File: src/rtl/wdg_pkg.sv
package wdg_pkg;
  // Number of prescaler ticks in the active period.
  function automatic int unsigned period_ticks(input logic long_sel,
                                               input int unsigned short_t,
                                               input int unsigned mult);
    return long_sel ? short_t * mult : short_t;
  endfunction
endpackage

File: src/rtl/wdg_kick_sync.sv
module wdg_kick_sync #(
  parameter int STAGES = 2
) (
  input  logic clk,
  input  logic rst_n,
  input  logic din,
  output logic kick_edge
);
  logic [STAGES:0] sh;

  always_ff @(posedge clk or negedge rst_n) begin
    if (!rst_n) sh[0] <= 1'b0;
    else        sh[0] <= din;
  end

  for (genvar g = 1; g <= STAGES; g++) begin : g_stage
    always_ff @(posedge clk or negedge rst_n) begin
      if (!rst_n) sh[g] <= 1'b0;
      else        sh[g] <= sh[g-1];
    end
  end

  assign kick_edge = sh[STAGES-1] ^ sh[STAGES];
endmodule

File: src/rtl/wdg_tick_gen.sv
module wdg_tick_gen #(
  parameter int PRESCALE = 4
) (
  input  logic clk,
  input  logic rst_n,
  input  logic clr,
  input  logic en,
  output logic tick
);
  localparam int PW = $clog2(PRESCALE + 1);
  localparam logic [PW-1:0] LAST = PW'(PRESCALE - 1);

  logic [PW-1:0] pre;

  assign tick = en && (pre == LAST);

  always_ff @(posedge clk or negedge rst_n) begin
    if (!rst_n)     pre <= '0;
    else if (clr)   pre <= '0;
    else if (en)    pre <= (pre == LAST) ? '0 : pre + 1'b1;
  end


  pre_range_chk: assert property (@(posedge clk) disable iff (!rst_n)
    pre <= LAST);
endmodule

File: src/rtl/wdg_period_ctr.sv
module wdg_period_ctr
  import wdg_pkg::*;
#(
  parameter int SHORT_TICKS = 5,
  parameter int LONG_MULT   = 32
) (
  input  logic clk,
  input  logic rst_n,
  input  logic hold,
  input  logic release_p,
  input  logic kick_edge,
  input  logic tick,
  output logic armed_q,
  output logic long_q,
  output logic fault_q,
  output logic tick_clr,
  output logic tick_en
);
  localparam int CW = $clog2(SHORT_TICKS * LONG_MULT + 1);

  logic [CW-1:0] cnt;
  logic          expire;
  logic          kick_take;

  assign kick_take = armed_q && !hold && !release_p && kick_edge;
  assign tick_clr  = hold || release_p || kick_take;
  assign tick_en   = armed_q && !fault_q && !tick_clr;
  assign expire    = tick &&
    (cnt == CW'(period_ticks(long_q, SHORT_TICKS, LONG_MULT) - 1));

  always_ff @(posedge clk or negedge rst_n) begin
    if (!rst_n) begin
      armed_q <= 1'b0; long_q <= 1'b1; fault_q <= 1'b0; cnt <= '0;
    end else if (hold) begin
      armed_q <= 1'b0; long_q <= 1'b1; fault_q <= 1'b0; cnt <= '0;
    end else if (release_p) begin
      armed_q <= 1'b1; long_q <= 1'b1; fault_q <= 1'b0; cnt <= '0;
    end else if (kick_take) begin
      long_q <= 1'b0; fault_q <= 1'b0; cnt <= '0;
    end else if (expire) begin
      long_q <= 1'b0; fault_q <= 1'b1; cnt <= '0;
    end else if (tick) begin
      cnt <= cnt + 1'b1;
    end
  end


  hold_clears_chk: assert property (@(posedge clk) disable iff (!rst_n)
    hold |=> (!fault_q && long_q && !armed_q));

  fault_in_short_chk: assert property (@(posedge clk) disable iff (!rst_n)
    $rose(fault_q) |-> !long_q);

  fault_needs_arm_chk: assert property (@(posedge clk) disable iff (!rst_n)
    $rose(fault_q) |-> $past(armed_q));

  kick_to_short_chk: assert property (@(posedge clk) disable iff (!rst_n)
    kick_take |=> (!long_q && !fault_q));

  release_blocked_chk: assert property (@(posedge clk) disable iff (!rst_n)
    (release_p && hold) |=> !armed_q);
endmodule

File: src/rtl/wdg_dualmode.sv
module wdg_dualmode #(
  parameter int PRESCALE    = 4,
  parameter int SHORT_TICKS = 5,
  parameter int LONG_MULT   = 32,
  parameter int SYNC_STAGES = 2,
  parameter bit LOOPBACK    = 1'b0
) (
  input  logic clk,
  input  logic rst_n,
  input  logic kick_in,
  input  logic sys_rst,
  input  logic rst_release,
  input  logic mr_req,
  input  logic uv_flag,
  output logic wdo_n,
  output logic long_mode
);
  logic kick_edge, tick, tick_clr, tick_en;
  logic armed_q, long_q, fault_q;
  logic mr_eff, hold;

  if (LOOPBACK) begin : g_loop
    assign mr_eff = mr_req || fault_q;
  end else begin : g_noloop
    assign mr_eff = mr_req;
  end

  assign hold      = sys_rst || mr_eff || uv_flag;
  assign wdo_n     = !(fault_q || uv_flag);
  assign long_mode = long_q;

  wdg_kick_sync #(.STAGES(SYNC_STAGES)) u_sync (
    .clk(clk), .rst_n(rst_n), .din(kick_in), .kick_edge(kick_edge));

  wdg_tick_gen #(.PRESCALE(PRESCALE)) u_tick (
    .clk(clk), .rst_n(rst_n), .clr(tick_clr), .en(tick_en), .tick(tick));

  wdg_period_ctr #(.SHORT_TICKS(SHORT_TICKS), .LONG_MULT(LONG_MULT)) u_ctr (
    .clk(clk), .rst_n(rst_n), .hold(hold), .release_p(rst_release),
    .kick_edge(kick_edge), .tick(tick), .armed_q(armed_q), .long_q(long_q),
    .fault_q(fault_q), .tick_clr(tick_clr), .tick_en(tick_en));


  uv_forces_low_chk: assert property (@(posedge clk) disable iff (!rst_n)
    uv_flag |-> !wdo_n);

  if (LOOPBACK) begin : g_loop_chk

    loop_one_cycle_chk: assert property (@(posedge clk) disable iff (!rst_n)
      fault_q |=> !fault_q);
  end
endmodule

File: config.mk
export PLATFORM = sky130hd
export DESIGN_NAME = wdg_dualmode
export DESIGN_NICKNAME = d
export VERILOG_FILES = /design/src/rtl/wdg_pkg.sv /design/src/rtl/wdg_kick_sync.sv /design/src/rtl/wdg_tick_gen.sv /design/src/rtl/wdg_period_ctr.sv /design/src/rtl/wdg_dualmode.sv
export SDC_FILE = /design/constraint.sdc
export NUM_CORES = 1
export LEC_CHECK = 0
export CAP_MARGIN = 15
export CORE_MARGIN = 1.5
export CORE_UTILIZATION = 57
export CTS_CLUSTER_SIZE = 10
export DETAILED_ROUTE_END_ITERATION = 6
export PLACE_DENSITY_LB_ADDON = 0.08
export SYNTH_ARGS = -nofsm -noshare
export SYNTH_HDL_FRONTEND = slang
export SYNTH_SLANG_ARGS = --single-unit
export TNS_END_PERCENT = 20
File: constraint.sdc
create_clock -name clk -period 3.5 [get_ports clk]
set_input_delay 0.875 -clock clk [delete_from_list [all_inputs] [get_ports clk]]
set_output_delay 0.875 -clock clk [all_outputs]
set_load 0.005 [all_outputs]
* Word-level counts from Yosys, hierarchy flattened
Index checks and enable logic that the tools add are counted.
Cells by class: add/sub/neg operators 3, $mul 0, divide/modulo/power cells 0, order comparisons 0, equal/unequal tests 2, shift-type cells 0, muxes and demuxes 19, bitwise gates (word level) 1, reductions and logical operators 21
Operators with widths (number):
- 8-bit two-way mux | 6
- 1-bit two-way mux | 10
- 3-bit two-way mux | 3
- 8-bit by 1-bit adder with 8-bit output, second input constant | 1
- 8-bit == test | 1
- 8-bit by 1-bit subtractor with 8-bit output, second input constant | 1
- 1-bit logical AND | 7
- 1-bit logical NOT | 5
- 1-bit logical OR | 5
- 5-bit nonzero test | 1
- 2-bit nonzero test | 2
- 4-bit nonzero test | 1
- 3-bit by 1-bit adder with 3-bit output, second input constant | 1
- 3-bit by 2-bit == test with 1-bit output, second input constant | 1
- 1-bit XOR | 1
Word-level totals: flip-flop bits (word level) 17, latch bits 0, bits in writable memories 0, bits in read-only memories 0, input port bits 7, output and inout bits 2, word-level logic and storage cells 54, memories 0

* Depth between registers and ports, before layout
Gate-level depths: netlist of the first run.
depth in word-level cells 15, gate-level depth with buffers 6, depth with buffers taken out 5

* Cells and area by module
A second synthesis of the first run with hierarchy kept.
Unflattened totals: cell total of the unflattened synthesis 77, area, all modules 842.1 um2
Modules (own cells, without submodules):
- wdg_period_ctr | times used 1, cells an instance 58, area an instance 601.8 um2
- wdg_tick_gen | times used 1, cells an instance 13, area an instance 146.4 um2
- wdg_kick_sync | times used 1, cells an instance 4, area an instance 83.8 um2
- wdg_dualmode | times used 1, cells an instance 2, area an instance 10.0 um2

* Worst setup path after synthesis of the first run
OpenSTA, ideal clock, no wires.
path kind in2reg, from in rst_release, to reg u_ctr.cnt[7], arrival 2.070 ns, path slack 1.356 ns, stages 5, buffers on the path 1, path through nor4_4 nand4_1 buf_2 or4_4 a21oi_2
Between the ends: word-level cells in the longest chain between the ends 12, elaborated cells between the ends (all ways) 14, classes of those cells 4 x mux; 10 x reduce/logical
Ends and longest elaborated chain:
- start, declared | RTL line wdg_dualmode.sv:12 | input logic rst_release,
- 1-bit logical NOT | RTL line wdg_period_ctr.sv:25 | assign kick_take = armed_q && !hold && !release_p && kick_edge;
- 1-bit logical AND (2 in series) | RTL line wdg_period_ctr.sv:25
- 1-bit logical OR | RTL line wdg_period_ctr.sv:26 | assign tick_clr = hold || release_p || kick_take;
- 1-bit logical NOT | RTL line wdg_period_ctr.sv:27 | assign tick_en = armed_q && !fault_q && !tick_clr;
- 1-bit logical AND | RTL line wdg_period_ctr.sv:27
- 1-bit logical AND | RTL line wdg_tick_gen.sv:15 | assign tick = en && (pre == LAST);
- 1-bit logical AND | RTL line wdg_period_ctr.sv:28 | assign expire = tick &&
- 8-bit two-way mux | RTL line wdg_period_ctr.sv:40 | end else if (expire) begin
- 8-bit two-way mux | RTL line wdg_period_ctr.sv:38 | end else if (kick_take) begin
- 8-bit two-way mux | RTL line wdg_period_ctr.sv:36 | end else if (release_p) begin
- 8-bit two-way mux | RTL line wdg_period_ctr.sv:34 | end else if (hold) begin
- end signal, assigned | RTL line wdg_period_ctr.sv:43 | cnt <= cnt + 1'b1;
- end, declared | RTL line wdg_period_ctr.sv:21 | logic [CW-1:0] cnt;
Parallel ways exist; a longest one is shown, timed or not. A chain may end at the register's enable or synchronous reset.

* Worst setup path after layout of the first run
from in uv_flag, to out wdo_n
Between the ends: word-level cells in the longest chain between the ends 2
Ends and longest elaborated chain:
- start, declared | RTL line wdg_dualmode.sv:14 | input logic uv_flag,
- 1-bit logical OR | RTL line wdg_dualmode.sv:29 | assign wdo_n = !(fault_q || uv_flag);
- 1-bit logical NOT | RTL line wdg_dualmode.sv:29
- end, declared | RTL line wdg_dualmode.sv:15 | output logic wdo_n,
No other way between the ends.

==> results of run 1 <==
-- critical path, delay by kind of cell --
kind                   cells  cell delay (ps)
buffers and inverters      2              980
AND/OR/NAND/NOR            1              110
-- per-stage QoR --
stage / setup slack [ps] / hold WS [ps]
global placement: 670.6 / 333.3
detailed placement: 570.4 / 346.6
CTS: 651.0 / 367.8
floorplan: 1356 / 331.2
global route: 565.4 / 385.1
finish: 662.1 / 365.9
-- routing by layer --
metal	track usage, %	vias to the layer above
met5	0	-
met4	14.52	0
met3	4.891	6
met2	37.89	21
met1	21.40	322
li1	-	317
-- synth_stat cells, types with 3 or more instances --
cell type  number
a21oi_1         6
or4_1           3
nor2_1         10
dfrtp_1        16
or3_1           3
nand2_1         4
inv_1           4
o21ai_0         4
-- where the power goes --
group          internal, µW  switching [µW]  leakage, µW  total [µW]
Sequential              199            1.93     0.000227         201
Clock                  44.5            62.0    0.0000150         106
Combinational          10.9            12.0     0.000146        22.9
-- sequential cells by signal, indices dropped and copies added, names as in the netlist --
register       cells
u_ctr.fault_q      1
u_ctr.cnt          8
u_ctr.armed_q      1
u_sync.sh          3
u_ctr.long_q       1
u_tick.pre         3
-- worst max path at each step --
stage / startpoint / to / slack [ps] / depth (start not counted)
finish: uv_flag / wdo_n / 660 / 3
global route: uv_flag / wdo_n / 570 / 3
CTS: uv_flag / wdo_n / 650 / 3
detailed placement: rst_release / u_ctr.cnt[6]$_DFFE_PN0P_ / 570 / 5
global placement: uv_flag / wdo_n / 670 / 3
floorplan: rst_release / u_ctr.cnt[7]$_DFFE_PN0P_ / 1360 / 5
-- logic make-up (layout without fill, tap and decap cells) --
| kind of cell | count (synthesis) | count (layout) |
|---|---|---|
| xor+xnor | 2 | 2 |
| simple gates | 33 | 33 |
| flops | 17 | 17 |
| buf+inv | 5 | 16 |
| compound gates | 20 | 20 |
| fa+ha+maj | 2 | 2 |
| mux | 1 | 1 |
-- area by class of cell --
cell class	instances	area share, %
Sequential cell	17	44.87
Multi-Input combinational cell	58	40.39
Timing Repair Buffer	8	8.421
Clock buffer	4	2.763
Tap cell	15	1.974
Inverter	4	1.579
==> metrics.md, run 1 <==
| Metric | Value |
|---|---|
| Power per cell area | `around 350 mW/mm²` |
| Mapped Nets | `slightly below 90` |
| Clk_skew | `2.301 ps` |
| Async SR Flop Fraction | `100.0%` |
| Overall Power | `between 300 and 400 µW` |
| Post-Synthesis Cells | `80` |
| Worst Reg-to-Reg Cells | `5` |
| Critical Path Sink Type | `output port` |
| Compound-gate portion of the synthesized area | `14.61%` |
| Max Cap Viol | `0` |
| CP most frequent cell | `clkdlybuf4s50_1` |
| Final core utilization | `71.29%` |
| CTS tree | `yes` |
| Routed Antenna Nets | `0` |
| Dpl cell area | `~920 µm²` |
| CTS max path bufs | `2` |
| Total Wirelength | `around 1.5 mm` |
| Worst path max stage delay | `about 500 ps` |
| Critical Path RT | `between 2000 and 3000 ps` |
| Synth Area in Adders | `under 10%` |
| Number of synthesized register bits | `17` |
| Crit share post-route | `~81%` |
| Min-Delay Endpoint | `u_sync.sh[1]$_DFF_PN0_` |
| Hold Crit Start | `u_sync.sh[0]$_DFF_PN0_` |
| Starting Density | `~62%` |
| CTS resizes | `0` |
| Critical path launch point type | `input pin` |
| Post-synthesis sequential area ratio | `51.36%` |
| Area Growth Syn to Fin | `14.46%` |
| Number of enable flip-flop cells after synthesis | `0` |
| DR WL met3 | `between 70 and 80 µm` |
| Hold Vio Cnt, Final | `0` |
| Vias | `between 600 and 700` |
| Hold Crit Depth | `0` |
| Avg WL per Cell | `14.54 µm` |
| WL met1 | `approximately 670 µm` |
| Clk sinks | `17` |
| FF+latch area | `approximately 430 µm²` |
| Syn Area/Cell | `just over 10 µm²` |
| Final Non-Filler Cells | `106` |
| XOR/XNOR Fraction of Synth Area | `roughly 3%` |
| Setup tns final | `0 ps` |
| Post-CTS Setup Bufs | `0` |
| Layout cells sized above 1 | `approximately 8.8%` |
| FF-to-FF setup slack | `roughly 1400 ps` |
| Largest net degree at the start of global routing | `18` |
| DR WL met2 | `between 700 and 800 µm` |
| Reg2Reg Capture Point | `u_ctr.cnt[6]$_DFFE_PN0P_` |
| # diodes | `0` |
| Die area | `roughly 0.0017 mm²` |
| Pre-antenna DRT Iters | `4` |
| Max Freq | `around 350 MHz` |
| Leading area contributor after synthesis | `dfrtp_1` |
| Crit path kind | `in2out` |
| Gpl congestion | `just under 0.7` |
| CP arrival | `approximately 2000 ps` |
| First-pass GRT wire length | `between 2 and 2.5 mm` |
| Hold buffer count at CTS | `0` |
| # rows | `13` |
| GRT Total Usage | `a little over a fifth` |
| DR top layer | `met4` |
| Yosys top cell area share | `48.19%` |
| Min cycle time layout | `between 2000 and 3000 ps` |
| # DRC | `0` |
| # nets final | `~100` |
| Status | `completed` |
| Critical path cell sequence | `clkdlybuf4s50_1 > nor2_1 > clkdlybuf4s50_1` |
| Fin area | `~950 µm²` |
| Mux cell area share after synthesis | `1.205%` |
| Slowest cell on crit path | `clkdlybuf4s50_1` |
| Worst-path clk slew | `around 90 ps` |
| Yosys warning total | `0` |
| Detailed router's first-iteration violation count | `21` |
| Largest family of logic cells by synthesized area | `simple AND/OR/NAND/NOR gates` |
| Main synth FF type | `dfrtp_1` |
| R2R Path Start | `u_tick.pre[0]$_DFFE_PN0P_` |
| Actual slew at the worst max-slew pin | `748.9 ps` |
| Footprint of the multi-input gates | `just under 400 µm²` |
| Synth area leaders | `dfrtp_1 48%, nor2_1 4.5%, a21oi_1 3.6%, dfstp_2 3.2%, ha_1 3.0%` |
| Hold Crit Class | `reg2reg` |
| Rel. slew slack | `between 40% and 50%` |
| Clk_lat worst skew | `around 300 ps` |
| Fill count | `approximately 120` |
| RSZ-0062 raised after global routing | `no` |
| Commonest non-fill, non-tap cell in the layout | `dfrtp_1` |
| DP Cell Count | `102` |
| Ports | `9` |
| Synthesized area | `approximately 830 µm²` |
| Peak VDD IR | `~250 µV` |
| Dpl hpwl | `1.101 mm` |
| CP max FO | `3` |
| Vias in the first global route | `~560` |
| Clock root buffer | `clkbuf_4` |
| Count of different cell masters after synthesis | `32` |
| Core box area | `0.001334 mm²` |
| Die width | `about 41 µm` |
| Vias/cell | `~6.3` |
| H-tree depth | `1` |
| IO Port Bufs | `8` |
| Post-synthesis simple-gate area fraction | `roughly a quarter` |
| CTS Buf Count | `3` |
| Final setup viols | `0` |
| Static leakage | `roughly 0.00039 µW` |
| Most frequent cells in the layout | `16 x dfrtp_1, 10 x nor2_1, 8 x clkdlybuf4s50_1, 6 x a21oi_1` |
| Die span in y | `between 40 and 50 µm` |
| Slew Limit Fails | `0` |
| GRT overflow | `0` |
| Initial antenna violation count | `0` |
Note: power is estimated with default switching activity, not from simulation.
==> run 2, diff against run 1 <==
--- a/config.mk
+++ b/config.mk
@@ -7,7 +7,7 @@
 export LEC_CHECK = 0
 export CAP_MARGIN = 15
 export CORE_MARGIN = 1.5
-export CORE_UTILIZATION = 57
+export CORE_UTILIZATION = 53
 export CTS_CLUSTER_SIZE = 10
 export DETAILED_ROUTE_END_ITERATION = 6
 export PLACE_DENSITY_LB_ADDON = 0.08
==> constraint.sdc (replaced) <==
create_clock -name clk -period 2.8 [get_ports clk]
set_input_delay 0.7 -clock clk [delete_from_list [all_inputs] [get_ports clk]]
set_output_delay 0.7 -clock clk [all_outputs]
set_load 0.005 [all_outputs]
==> run 2 against run 1 <==
Effect of this change:
- combinational power grew 24%
- register-to-register slack got worse by 580 ps
- core utilization fell by 6.8 points
- count of clock-buffer cells in the layout decreased by 1
- die area rose by 7.0%
- routed wire length decreased by 9.1%
- clock skew down 1.7 ps
- sequential share of layout area down 0.47 points
- critical endpoint unchanged
- highest routed layer unchanged
==> metrics.md, run 2 (synthesis gave the netlist of run 1 again) <==
| Metric | Value |
|---|---|
| Clock root buffer | `clkbuf_4 (unchanged)` |
| Area Growth Syn to Fin | `15.66% (was 14.46%)` |
| Most frequent cells in the layout | `16 x dfrtp_1, 10 x nor2_1, 8 x clkdlybuf4s50_1, 6 x a21oi_1 (unchanged)` |
| Seq pwr share | `62.0% (was 60.8%)` |
| Actual slew at the worst max-slew pin | `721.4 ps (was 748.9 ps)` |
| Largest regs | `u_ctr.cnt (8), u_sync.sh (3), u_tick.pre (3) (unchanged)` |
| Status | `completed (unchanged)` |
| CP max FO | `3 (unchanged)` |
| Slew Limit Fails | `0 (unchanged)` |
| Detailed router's first-iteration violation count | `15 (was 21)` |
| Footprint of the multi-input gates | `384.1 µm² (unchanged)` |
| Logic gate share of total power | `7.0% (was 6.9%)` |
| Hold Crit Start | `u_sync.sh[0]$_DFF_PN0_ (unchanged)` |
| Avg WL per Cell | `12.97 µm (was 14.54 µm)` |
| RSZ-0062 raised after global routing | `no (unchanged)` |
| Hold Crit Depth | `0 (unchanged)` |
| Gpl congestion | `0.7549 (was 0.6844)` |
| CTS tree | `yes (unchanged)` |
| Clk_lat worst skew | `280 ps (was 300 ps)` |
| Vias | `632 (was 666)` |
| Peak VDD IR | `373.3 µV (was 247.7 µV)` |
| CP arrival | `1790 ps (was 1960 ps)` |
| Biggest register | `u_ctr.cnt (unchanged)` |
| Layout cells sized above 1 | `10.87% (was 8.791%)` |
| First-pass GRT wire length | `2.373 mm (was 2.187 mm)` |
| Overall Power | `404.8 µW (was 330.3 µW)` |
| Static leakage | `0.0003947 µW (was 0.0003878 µW)` |
| H-tree depth | `1 (unchanged)` |
| Largest net degree at the start of global routing | `18 (unchanged)` |
| Pre-antenna DRT Iters | `4 (unchanged)` |
| Die span in y | `42.59 µm (was 41.18 µm)` |
| Commonest non-fill, non-tap cell in the layout | `dfrtp_1 (unchanged)` |
| Min-Delay Endpoint | `u_sync.sh[1]$_DFF_PN0_ (unchanged)` |
| Clk sinks | `17 (unchanged)` |
| Hold Vio Cnt, Final | `0 (unchanged)` |
| Max Freq | `approximately 400 MHz` |
| Core box area | `0.001489 mm² (was 0.001334 mm²)` |
| CTS Buf Count | `3 (unchanged)` |
| Die width | `42.59 µm (was 41.18 µm)` |
| Routed Antenna Nets | `0 (unchanged)` |
| Worst-path clk slew | `90 ps (about the same)` |
| Dpl hpwl | `1.055 mm (was 1.101 mm)` |
| Critical path launch point type | `input pin (unchanged)` |
| Critical Path Sink Type | `output port (unchanged)` |
| Reg2Reg Capture Point | `u_ctr.cnt[1]$_DFFE_PN0P_ (was u_ctr.cnt[6]$_DFFE_PN0P_)` |
| Clk_skew | `0.5746 ps (was 2.301 ps)` |
| CTS max path bufs | `2 (unchanged)` |
| Fill count | `116 (was 115)` |
| Initial antenna violation count | `0 (unchanged)` |
| FF-to-FF setup slack | `860 ps (was 1440 ps)` |
| R2R Path Start | `u_ctr.long_q$_DFFE_PN1P_ (was u_tick.pre[0]$_DFFE_PN0P_)` |
| Sw frac | `22.11% (was 22.98%)` |
| # diodes | `0 (unchanged)` |
| Vias/cell | `5.852 (was 6.283)` |
| Die area | `0.001814 mm² (was 0.001695 mm²)` |
| Post-CTS Setup Bufs | `0 (unchanged)` |
| Worst Reg-to-Reg Cells | `4 (was 5)` |
| CTS resizes | `0 (unchanged)` |
| Crit share post-route | `between 80% and 90%` |
| Hold Crit Class | `reg2reg (unchanged)` |
| Ports | `9 (unchanged)` |
| Crit path kind | `in2out (unchanged)` |
| GRT overflow | `0 (unchanged)` |
| Critical Path RT | `2100 ps (was 2620 ps)` |
| Clk pwr share | `31.0% (was 32.2%)` |
| Final setup viols | `0 (unchanged)` |
| Starting Density | `55.80% (was 62.29%)` |
| Int Power | `315.3 µW (was 254.4 µW)` |
| Switching power total | `89.51 µW (was 75.89 µW)` |
| Total Wirelength | `1.401 mm (was 1.541 mm)` |
| FF+latch area | `426.7 µm² (unchanged)` |
| # nets final | `102 (was 101)` |
| Largest register FFs | `8 (unchanged)` |
| GRT Total Usage | `17.71% (was 21.19%)` |
| IO Port Bufs | `8 (unchanged)` |
| Max Cap Viol | `0 (unchanged)` |
| Rel. slew slack | `51.76% (was 49.92%)` |
| Vias in the first global route | `549 (was 558)` |
| Power per cell area | `421.3 mW/mm² (was 347.3 mW/mm²)` |
| # rows | `14 (was 13)` |
| Setup tns final | `0 ps (unchanged)` |
| Min cycle time layout | `~2500 ps` |
| Hold buffer count at CTS | `0 (unchanged)` |
| # DRC | `0 (unchanged)` |
[run 2: worst max-delay path, cell delays in order]
cell,delay (ps)
clkdlybuf4s50_1,480
nor2_1,110
clkdlybuf4s50_1,500
[run 2: metrics by stage]
step	hold WS, ps	worst slack (ps)	std cells	util, %	cell area, µm²
floorplan	331.2	831.3	80	-	830.8
global placement	334.8	286.4	104	62.69	933.4
detailed placement	342.8	223.8	104	62.69	933.4
CTS	365.6	302.6	108	64.54	960.9
global route	380.5	256.7	108	64.54	960.9
finish	360.1	305.0	108	64.54	960.9
[run 2: area by class of cell]
cell class	instances	area share, %
inverters	4	1.562
flip-flops and latches	17	44.40
clock buffers	3	2.344
multi-input cells	58	39.97
repair buffers	9	9.115
well taps	16	2.083
clock inverters	1	0.5208
[run 2: worst max path at each step]
stage                      startpoint                       end  slack, ps  depth (start not counted)
after floorplan           rst_release  u_ctr.cnt[7]$_DFFE_PN0P_        830                          5
after global placement        uv_flag  u_ctr.cnt[6]$_DFFE_PN0P_        290                          5
after detailed placement  rst_release  u_ctr.cnt[6]$_DFFE_PN0P_        220                          5
after CTS                     uv_flag                     wdo_n        300                          3
after global routing          uv_flag                     wdo_n        260                          3
final                         uv_flag                     wdo_n        310                          3
[run 2: routing by layer]
layer	part of all wire, %	vias to the layer above	track usage [%]
met1	49	300	24.29
met2	46	10	27.38
met3	3.5	2	3.448
li1	-	320	-
met4	0.93	0	7.500
met5	0	-	0
[run 2: power by group through the flow]
stage	Clock, µW	Combinational (µW)	Sequential, µW
after floorplan	0	9.46	255
after global placement	0	28.5	256
after detailed placement	0	29.1	256
after CTS	134	29.1	251
after global routing	142	31.9	251
final	125	28.3	251
==> run 3, diff against run 2 <==
--- a/config.mk
+++ b/config.mk
@@ -8,6 +8,7 @@
 export CAP_MARGIN = 15
 export CORE_MARGIN = 1.5
 export CORE_UTILIZATION = 53
+export CTS_BUF_LIST = sky130_fd_sc_hd__clkbuf_16
 export CTS_CLUSTER_SIZE = 10
 export DETAILED_ROUTE_END_ITERATION = 6
 export PLACE_DENSITY_LB_ADDON = 0.08
==> run 3 against run 2 <==
Effect of this change:
- clock power increased by 120%
- core utilization grew 3.5 points
- via count up 4.9%
- total power grew 38%
- largest power group is now the clock network
- highest routed layer unchanged
==> metrics.md, run 3 (synthesis gave the netlist of run 1 again) <==
| Metric | Value |
|---|---|
| Core box area | `0.001489 mm² (unchanged)` |
| Hold Crit Start | `u_sync.sh[0]$_DFF_PN0_ (unchanged)` |
| Ports | `9 (unchanged)` |
| Critical Path Sink Type | `output port (unchanged)` |
| CP arrival | `1800 ps (was 1790 ps)` |
| Clk_skew | `3.418 ps (was 0.5746 ps)` |
| # nets final | `102 (unchanged)` |
| Sw frac | `18.89% (was 22.11%)` |
| Clock root buffer | `clkbuf_16 (was clkbuf_4)` |
| Critical Path RT | `2100 ps (about the same)` |
| Pre-antenna DRT Iters | `4 (unchanged)` |
| H-tree depth | `1 (unchanged)` |
| Detailed router's first-iteration violation count | `19 (was 15)` |
| CP startpoint | `uv_flag (unchanged)` |
| Largest register FFs | `8 (unchanged)` |
| Vias in the first global route | `593 (was 549)` |
| RSZ-0062 raised after global routing | `no (unchanged)` |
| Peak VDD IR | `429.5 µV (was 373.3 µV)` |
| Logic gate share of total power | `5.1% (was 7.0%)` |
| Status | `completed (unchanged)` |
| CTS Buf Count | `3 (unchanged)` |
| Crit path kind | `in2out (unchanged)` |
| Worst path max stage delay | `500 ps (about the same)` |
| Most frequent cells in the layout | `16 x dfrtp_1, 10 x nor2_1, 8 x clkdlybuf4s50_1, 6 x a21oi_1 (unchanged)` |
| Critical path launch point type | `input pin (unchanged)` |
| Overall Power | `559.7 µW (was 404.8 µW)` |
| # DRC | `0 (unchanged)` |
| Post-CTS Setup Bufs | `0 (unchanged)` |
| Hold buffer count at CTS | `0 (unchanged)` |
| CTS max path bufs | `2 (unchanged)` |
| First-pass GRT wire length | `2.601 mm (was 2.373 mm)` |
| Largest regs | `u_ctr.cnt (8), u_sync.sh (3), u_tick.pre (3) (unchanged)` |
| Gpl congestion | `0.7549 (unchanged)` |
| Int Power | `453.9 µW (was 315.3 µW)` |
| Clk_lat worst skew | `250 ps (was 280 ps)` |
| Commonest non-fill, non-tap cell in the layout | `dfrtp_1 (unchanged)` |
| Avg WL per Cell | `14.41 µm (was 12.97 µm)` |
| Die span in y | `42.59 µm (unchanged)` |
| CTS resizes | `0 (unchanged)` |
| Worst-path clk slew | `50 ps (was 90 ps)` |
| Total Wirelength | `1.556 mm (was 1.401 mm)` |
| Die area | `0.001814 mm² (unchanged)` |
| Vias | `663 (was 632)` |
| Switching power total | `105.7 µW (was 89.51 µW)` |
| # diodes | `0 (unchanged)` |
| Routed Antenna Nets | `0 (unchanged)` |
| Critical path cell sequence | `clkdlybuf4s50_1 > nor2_1 > clkdlybuf4s50_1 (unchanged)` |
| Min cycle time layout | `2495 ps (about the same)` |
| Seq pwr share | `45.0% (was 62.0%)` |
| Biggest register | `u_ctr.cnt (unchanged)` |
| Starting Density | `55.80% (unchanged)` |
| Slowest cell on crit path | `clkdlybuf4s50_1 (unchanged)` |
| Hold Vio Cnt, Final | `0 (unchanged)` |
| CP max FO | `3 (unchanged)` |
| Clk pwr share | `49.9% (was 31.0%)` |
| Crit share post-route | `89.11% (about the same)` |
| Actual slew at the worst max-slew pin | `733.9 ps (was 721.4 ps)` |
| Power per cell area | `552.2 mW/mm² (was 421.3 mW/mm²)` |
| Largest net degree at the start of global routing | `18 (unchanged)` |
| Final setup viols | `0 (unchanged)` |
| Initial antenna violation count | `0 (unchanged)` |
| Rel. slew slack | `50.92% (was 51.76%)` |
| Static leakage | `0.0004179 µW (was 0.0003947 µW)` |
| Setup tns final | `0 ps (unchanged)` |
| Die width | `42.59 µm (unchanged)` |
| GRT overflow | `0 (unchanged)` |
| Vias/cell | `6.139 (was 5.852)` |
| IO Port Bufs | `8 (unchanged)` |
| Area Growth Syn to Fin | `21.99% (was 15.66%)` |
| R2R Path Start | `u_ctr.long_q$_DFFE_PN1P_ (unchanged)` |
| Slew Limit Fails | `0 (unchanged)` |
| CP most frequent cell | `clkdlybuf4s50_1 (unchanged)` |
| Dpl hpwl | `1.055 mm (unchanged)` |
| CTS tree | `yes (unchanged)` |
| Hold Crit Class | `reg2reg (unchanged)` |
| Layout cells sized above 1 | `10.87% (unchanged)` |
| GRT Total Usage | `19.71% (was 17.71%)` |
| FF-to-FF setup slack | `840 ps (was 860 ps)` |
| Max Freq | `400.8 MHz (about the same)` |
| Max Cap Viol | `0 (unchanged)` |
| # rows | `14 (unchanged)` |
| Clk sinks | `17 (unchanged)` |
[run 3: cell counts in the layout (fill, tap and decap cells not counted)]
No cell type changed its count.
[run 3: through the flow]
| step | area [µm²] | utilization [%] | std cells | setup slack [ps] | hold slack [ps] |
|---|---|---|---|---|---|
| 2_1_floorplan | 830.8 | - | 80 | 831.3 | 331.2 |
| 3_3_place_gp | 933.4 | 62.69 | 104 | 286.4 | 334.8 |
| 3_5_place_dp | 933.4 | 62.69 | 104 | 223.8 | 342.8 |
| 4_1_cts | 1013 | 68.07 | 108 | 302.6 | 354.2 |
| 6_report | 1013 | 68.07 | 108 | 304.9 | 349.5 |
| 5_1_grt | 1013 | 68.07 | 108 | 256.7 | 366.5 |
[run 3: per-layer routing]
layer	track usage [%]	share of wire, %	routed length (µm)
met5	0	0	0
met4	11.88	0.84	13
met3	5.603	4.6	71
met2	30.46	47	738
met1	24.29	47	733
[run 3: worst max-delay path: cells and delay by family]
| family | cells | cell delay [ps] |
|---|---|---|
| buffers and inverters | 2 | 980 |
| and+or+nand+nor | 1 | 110 |
[run 3: layout make-up]
class / count / area (µm²)
fill: 104 / 475.5
sequential: 17 / 426.7
multi-input combinational: 58 / 384.1
tap: 16 / 20.02
clock inverter: 1 / 5.005
inverter: 4 / 15.01
clock buffer: 3 / 75.07
timing repair buffer: 9 / 87.58
[run 3: power by group through the flow]
stage                     combinational (µW)  clock (µW)  sequential (µW)
after floorplan                         9.46           0              255
after global placement                  28.5           0              256
after detailed placement                29.1           0              256
after CTS                               29.3         284              252
after global routing                    32.0         293              252
final                                   28.6         279              252
[run 3: worst paths after layout]
kind                                             end  depth (start not counted)
max in group asynchronous  u_ctr.armed_q$_DFFE_PN0P_                          1
max reg2reg                 u_ctr.cnt[1]$_DFFE_PN0P_                          4
max                                            wdo_n                          3
min in group asynchronous  u_tick.pre[2]$_DFFE_PN0P_                          1
min reg2reg                   u_sync.sh[1]$_DFF_PN0_                          0
min                           u_sync.sh[1]$_DFF_PN0_                          0
